File: config.mk
export PLATFORM = sky130hd
export DESIGN_NAME = fetch_ctl
export DESIGN_NICKNAME = d
export VERILOG_FILES = /design/src/rtl/fetch_pkg.sv /design/src/rtl/fetch_hazard.sv /design/src/rtl/fetch_pc.sv /design/src/rtl/fetch_ifid.sv /design/src/rtl/fetch_ctl.sv
export SDC_FILE = /design/constraint.sdc
export NUM_CORES = 1
export LEC_CHECK = 0
export ABC_AREA = 1
export BUFFER_PORTS_ARGS = -buffer_cell sky130_fd_sc_hd__buf_2
export CORE_MARGIN = 2
export CORE_UTILIZATION = 40
export CTS_BUF_LIST = sky130_fd_sc_hd__clkbuf_8 sky130_fd_sc_hd__clkbuf_16
export CTS_CLUSTER_DIAMETER = 150
export DETAILED_ROUTE_END_ITERATION = 6
export PLACE_DENSITY = 0.76
export SYNTH_ARGS = -nofsm -noshare
export SYNTH_HDL_FRONTEND = slang
export SYNTH_SLANG_ARGS = --single-unit
File: constraint.sdc
create_clock -name clk -period 1.35 [get_ports clk]
set_input_delay 0.2025 -clock clk [delete_from_list [all_inputs] [get_ports clk]]
set_output_delay 0.2025 -clock clk [all_outputs]
set_load 0.02 [all_outputs]
File: src/rtl/fetch_pkg.sv
package fetch_pkg;

    // Status code of the fetch/decode slot
    typedef enum logic [1:0] {
        ST_NORM  = 2'd0,
        ST_STALL = 2'd1,
        ST_IDLE  = 2'd2
    } slot_st_e;

    // Run-time branch strategy
    typedef enum logic [1:0] {
        BR_FREEZE   = 2'd0,
        BR_TAKEN    = 2'd1,
        BR_NOTTAKEN = 2'd2,
        BR_DELAY    = 2'd3
    } br_mode_e;

    // What the slot register does this edge
    typedef enum logic [1:0] {
        SL_FETCH  = 2'd0,
        SL_HOLD   = 2'd1,
        SL_BUBBLE = 2'd2
    } slot_act_e;

    // What the program counter does this edge
    typedef enum logic [1:0] {
        PC_INC  = 2'd0,
        PC_HOLD = 2'd1,
        PC_LOAD = 2'd2
    } pc_act_e;

    typedef struct packed {
        slot_act_e slot;
        pc_act_e   pc;
    } fetch_act_t;

endpackage

File: src/rtl/fetch_hazard.sv
module fetch_hazard
    import fetch_pkg::*;
(
    input  br_mode_e   mode_i,
    input  logic       stall_i,
    input  logic       branch_i,
    input  logic       rs_pend_i,
    input  logic       redirect_i,
    output fetch_act_t act_o
);

    logic hold_req;
    logic bubble_mode;

    always_comb begin
        hold_req    = stall_i | (branch_i & rs_pend_i);
        bubble_mode = (mode_i == BR_FREEZE) || (mode_i == BR_TAKEN);

        act_o.slot = SL_FETCH;
        act_o.pc   = PC_INC;

        if (redirect_i) begin
            act_o.pc   = PC_LOAD;
            act_o.slot = (mode_i == BR_DELAY) ? SL_FETCH : SL_BUBBLE;
        end else if (hold_req) begin
            act_o.pc   = PC_HOLD;
            act_o.slot = SL_HOLD;
        end else if (branch_i && bubble_mode) begin
            act_o.pc   = PC_HOLD;
            act_o.slot = SL_BUBBLE;
        end
    end

endmodule

File: src/rtl/fetch_pc.sv
module fetch_pc
    import fetch_pkg::*;
#(
    parameter int            AW       = 32,
    parameter int            STEP     = 4,
    parameter logic [AW-1:0] START_PC = '0
) (
    input  logic          clk,
    input  logic          rst_n,
    input  pc_act_e       sel_i,
    input  logic [AW-1:0] inc_i,
    input  logic [AW-1:0] tgt_i,
    output logic [AW-1:0] pc_o
);

    typedef struct packed {
        logic [AW-1:0] pc;
    } pc_reg_t;

    pc_reg_t st_d, st_q;

    always_comb begin
        st_d = st_q;
        case (sel_i)
            PC_INC:  st_d.pc = inc_i;
            PC_LOAD: st_d.pc = tgt_i;
            default: st_d.pc = st_q.pc;
        endcase
    end

    always_ff @(posedge clk or negedge rst_n) begin
        if (!rst_n) st_q.pc <= START_PC;
        else        st_q    <= st_d;
    end

    assign pc_o = st_q.pc;

    // an increment advances by one word, wrapping modulo 2^AW
    a_r2_pc_step: assert property (@(posedge clk) disable iff (!rst_n)
        sel_i == PC_INC |=> st_q.pc == $past(st_q.pc) + AW'(STEP));

    // a held PC does not move
    a_r3_pc_hold: assert property (@(posedge clk) disable iff (!rst_n)
        sel_i == PC_HOLD |=> $stable(st_q.pc));

endmodule

File: src/rtl/fetch_ifid.sv
module fetch_ifid
    import fetch_pkg::*;
#(
    parameter int AW = 32,
    parameter int DW = 32
) (
    input  logic          clk,
    input  logic          rst_n,
    input  slot_act_e     act_i,
    input  logic [DW-1:0] instr_i,
    input  logic [AW-1:0] npc_i,
    output logic [DW-1:0] instr_o,
    output logic [AW-1:0] npc_o,
    output slot_st_e      stat_o
);

    typedef struct packed {
        logic [DW-1:0] instr;
        logic [AW-1:0] npc;
        slot_st_e      stat;
    } slot_reg_t;

    slot_reg_t sl_d, sl_q;

    always_comb begin
        sl_d = sl_q;
        case (act_i)
            SL_FETCH: begin
                sl_d.instr = instr_i;
                sl_d.npc   = npc_i;
                sl_d.stat  = ST_NORM;
            end
            SL_HOLD: begin
                sl_d.stat  = ST_STALL;
            end
            default: begin
                sl_d.instr = '0;
                sl_d.npc   = '0;
                sl_d.stat  = ST_IDLE;
            end
        endcase
    end

    always_ff @(posedge clk or negedge rst_n) begin
        if (!rst_n) begin
            sl_q.instr <= '0;
            sl_q.npc   <= '0;
            sl_q.stat  <= ST_IDLE;
        end else begin
            sl_q <= sl_d;
        end
    end

    assign instr_o = sl_q.instr;
    assign npc_o   = sl_q.npc;
    assign stat_o  = sl_q.stat;

    // a stalled slot keeps its contents and reports stall
    a_r3_slot_hold: assert property (@(posedge clk) disable iff (!rst_n)
        act_i == SL_HOLD |=> $stable(sl_q.instr) && $stable(sl_q.npc) && sl_q.stat == ST_STALL);

    // a bubble empties the slot
    a_r5_bubble_clear: assert property (@(posedge clk) disable iff (!rst_n)
        act_i == SL_BUBBLE |=> sl_q.instr == '0 && sl_q.npc == '0 && sl_q.stat == ST_IDLE);

endmodule

File: src/rtl/fetch_ctl.sv
module fetch_ctl
    import fetch_pkg::*;
#(
    parameter int            AW       = 32,
    parameter int            DW       = 32,
    parameter logic [AW-1:0] START_PC = '0
) (
    input  logic          clk,
    input  logic          rst_n,
    input  logic [1:0]    br_mode_i,
    input  logic          stall_i,
    input  logic          branch_i,
    input  logic          rs_pend_i,
    input  logic          redirect_i,
    input  logic [AW-1:0] redirect_pc_i,
    output logic [AW-1:0] imem_addr_o,
    input  logic [DW-1:0] imem_data_i,
    output logic [DW-1:0] ifid_instr_o,
    output logic [AW-1:0] ifid_npc_o,
    output logic [1:0]    ifid_stat_o
);

    localparam int STEP = DW / 8;

    fetch_act_t    act;
    logic [AW-1:0] pc_q;
    logic [AW-1:0] pc_inc;
    slot_st_e      stat;

    assign pc_inc = pc_q + AW'(STEP);

    fetch_hazard u_haz (
        .mode_i     (br_mode_e'(br_mode_i)),
        .stall_i    (stall_i),
        .branch_i   (branch_i),
        .rs_pend_i  (rs_pend_i),
        .redirect_i (redirect_i),
        .act_o      (act)
    );

    fetch_pc #(.AW(AW), .STEP(STEP), .START_PC(START_PC)) u_pc (
        .clk   (clk),
        .rst_n (rst_n),
        .sel_i (act.pc),
        .inc_i (pc_inc),
        .tgt_i (redirect_pc_i),
        .pc_o  (pc_q)
    );

    fetch_ifid #(.AW(AW), .DW(DW)) u_ifid (
        .clk     (clk),
        .rst_n   (rst_n),
        .act_i   (act.slot),
        .instr_i (imem_data_i),
        .npc_i   (pc_inc),
        .instr_o (ifid_instr_o),
        .npc_o   (ifid_npc_o),
        .stat_o  (stat)
    );

    assign imem_addr_o = pc_q;
    assign ifid_stat_o = stat;

    // a redirect loads the target whatever else is requested
    a_r7_redirect_load: assert property (@(posedge clk) disable iff (!rst_n)
        redirect_i |=> imem_addr_o == $past(redirect_pc_i));

    // a branch waiting on its source register stalls the slot
    a_r4_branch_wait: assert property (@(posedge clk) disable iff (!rst_n)
        branch_i && rs_pend_i && !redirect_i |=> ifid_stat_o == 2'd1);

    // sequential strategies keep fetching past a ready branch
    a_r6_seq_fetch: assert property (@(posedge clk) disable iff (!rst_n)
        branch_i && !rs_pend_i && !stall_i && !redirect_i && br_mode_i[1]
        |=> ifid_stat_o == 2'd0 && ifid_instr_o == $past(imem_data_i));

    // delay-slot redirect keeps the sequential word
    a_r8_delay_keep: assert property (@(posedge clk) disable iff (!rst_n)
        redirect_i && br_mode_i == 2'd3 |=> ifid_stat_o == 2'd0);

endmodule

==> run summary <==
R2r endpoint: u_ifid.npc_o[13]
Average size of a mapped cell: 7.86 um2
Cell Pwr Density: 1340 nW/um2
Chip Width: 114 um
Die Span Y: 114 um
Cells after DPL: 959
Most frequent cells in the layout: nand2_1, buf_2, dfrtp_1
Commonest non-fill, non-tap cell in the layout: nand2_1
Kind of critical path: reg2reg
Outcome: complete, but fails checks
Vias per std cell: 4.94
Reg2reg start: u_pc.pc_o[3]
RSZ-0062 raised after global routing: yes
Final Max Tran Viols: 0
Worst setup SP type: register
Vias: 4840
Fmax: 673 MHz
Post-synthesis register bit count: 98
HP Start: redirect_pc_i[0]
Largest net degree at the start of global routing: 41
Cell Chain, Critical Path: buf_6, nand2_2, nor2_4, nand2_4, nor2_4, buf_4, nand2_2, and2_4, o21ai_1
Residual DRC: 0
Post-Layout Cell Count: 980
ANT cells: 0
Sequential share of the synthesized area: 50.9%
Setup crit end: u_ifid.npc_o[13]
Cell row count: 40
Initial Util: 40.5%
CTS tree: built
Worst hold slack: 0.0659 ns
Routed WL: 14.6 mm
Mapped cell area: 4820 um2
1st-pass router iterations: 5
Tcrit/Tclk final: 110%
Placer Congestion: 0.861
Worst Path Required: 1.63 ns
Number of cells on the worst reg-to-reg path: 9
Failing checks: negative setup slack
Crit path from: u_pc.pc_o[3]
Core area: 11900 um2
Vias in the first global route: 4640
Tmin final: 1.49 ns
Final setup vio count: 47
Grt ovf: 0
# Max-Cap Violations: 0
Final #Nets: 901
Clock Latency Late Sink: 0.35 ns
Num CTS Buffers: 9
Tot GR Track Use: 22.8%
Tightest Pin Transition: 0.353 ns
Synth Instances: 614
Bufs on Longest Clock Path: 2
Share of cells above drive strength 1: 38.4%
PortBufs: 169
Layout area overhead: 41.3%
Initial antenna violation count: 0
Static leakage: 3.68 nW
Syn nets: 687
DIE AREA: 13000 um2
Placed instance area: 6280 um2
Slowest CP cell: dfrtp_2
CP Data Arrival Time: 1.76 ns
CP Max Fanout: 5
Iteration-0 DRC Markers: 352
Slew headroom: 76.4%
Setup Skew: 0.00524 ns
Average routed wire per standard cell: 14.9 um
Final Worst Setup Slack: -0.136 ns
Syn. warnings: 0
Reg clk slew, reported paths: 0.07 ns
R2R setup slack: -0.14 ns
Post-DP HPWL: 10.6 mm
Endpoint type of the worst setup path: register
Final Hold Fails: 0
Critical path's largest stage delay: 0.42 ns
First-pass GRT wire length: 23.2 mm
Post-route cell area: 6820 um2
Antenna Nets Post-Route: 0
Hold Path Class: in2reg
CTS HTree Levels: 3
CTS sink cnt: 98
Post-synth cell types: 27
I/O pins: 170
Root buffer cell: clkbuf_16
Max VDD drop: 0.747 mV
==> cell type report <==
type,instances,area [um2]
multi-input cells,446,2300
inverters,45,169
fillers,1095,5100
repair buffers,228,1400
flip-flops and latches,98,2460
clock buffers,9,225
clock inverters,7,68.8
well taps,147,184
==> sequential cells by signal, summed over array words and instances (netlist names) <==
name and count:
u_ifid.npc_o 32, u_pc.pc_o 32, u_ifid.stat_o 2, u_ifid.instr_o 32
==> cells in the mapped netlist <==
cell,instances,area share [%]
o211ai_1,2,0.31
nand2_1,225,18
nor2_1,76,5.9
xor2_1,8,1.5
nand2_2,6,0.78
nand2_4,1,0.23
o21ai_1,17,1.8
nor2_4,6,1.4
nor3_1,1,0.10
clkbuf_1,10,0.78
a31oi_1,2,0.26
nand3_1,29,3.0
inv_1,40,3.1
ha_1,1,0.26
buf_2,13,1.3
dfrtp_1,97,50
o21ai_2,1,0.18
and2_1,4,0.52
inv_2,4,0.31
a21oi_1,10,1.0
dfstp_2,1,0.54
clkinv_1,1,0.078
buf_1,2,0.16
a22o_1,33,6.0
o21ai_0,19,2.0
nand4_1,1,0.13
nor2_2,4,0.52
==> worst min path at each step <==
stage	slack (ns)	end	depth (start not counted)
final	0.07	u_pc.pc_o[0]	3
after global routing	0.08	u_pc.pc_o[0]	3
after CTS	0.06	u_pc.pc_o[1]	3
after detailed placement	0.13	u_ifid.npc_o[21]	1
after global placement	0.13	u_ifid.stat_o[0]	1
after floorplan	-0.09	u_ifid.instr_o[0]	0
==> metal layers <==
layer	GRT usage [%]	routed length [um]
met1	29.9	6410
met2	38.9	6950
met3	4.41	1050
met4	6.26	229
met5	0	0
==> power breakdown <==
part           internal (mW)  leakage [nW]  switching (mW)  total [mW]
sequential              3.35          1.22           0.299        3.65
clock                   1.43         0.147            1.15        2.58
combinational           1.11          2.31            1.76        2.87
==> cell families (layout without fill, tap and decap cells) <==
logic type / Yosys count / count (layout) / share of synthesized area [%]
fa+ha+maj: 1 / 1 / 0.259
xor+xnor: 8 / 8 / 1.45
flops: 98 / 98 / 50.9
buf+inv: 70 / 289 / 5.78
simple gates: 353 / 353 / 30.1
compound gates: 84 / 84 / 11.5
==> critical path, delay by kind of cell, from the launching register on <==
family                 cells  cell delay [ns]
AND/OR/NAND/NOR            6             0.65
AO/OA/AOI/OAI              1             0.10
buffers and inverters      2             0.23
flip-flops                 1             0.42
==> stage by stage <==
step                total power [mW]  worst slack (ns)  util (%)  setup TNS [ns]
floorplan                       5.15           -0.0739         -          -0.625
global placement                6.38            -0.129      52.7           -3.52
detailed placement              6.41            -0.156      52.7           -5.79
CTS                             9.05            -0.109      56.0           -2.57
global route                    9.59            -0.271      57.2           -9.20
finish                          9.10            -0.136      57.2           -3.41
==> timing repair <==
action | 4_1_cts | 5_1_grt
setup endpoints to repair | 47 | 54
buffers inserted | 1 | 3
endpoints found under the hold margin | 19 | 0
hold buffers | 1 | 0
gates resized for setup | 25 | 38
pin swaps | 11 | 9
Power figures use the tool's default switching activity.
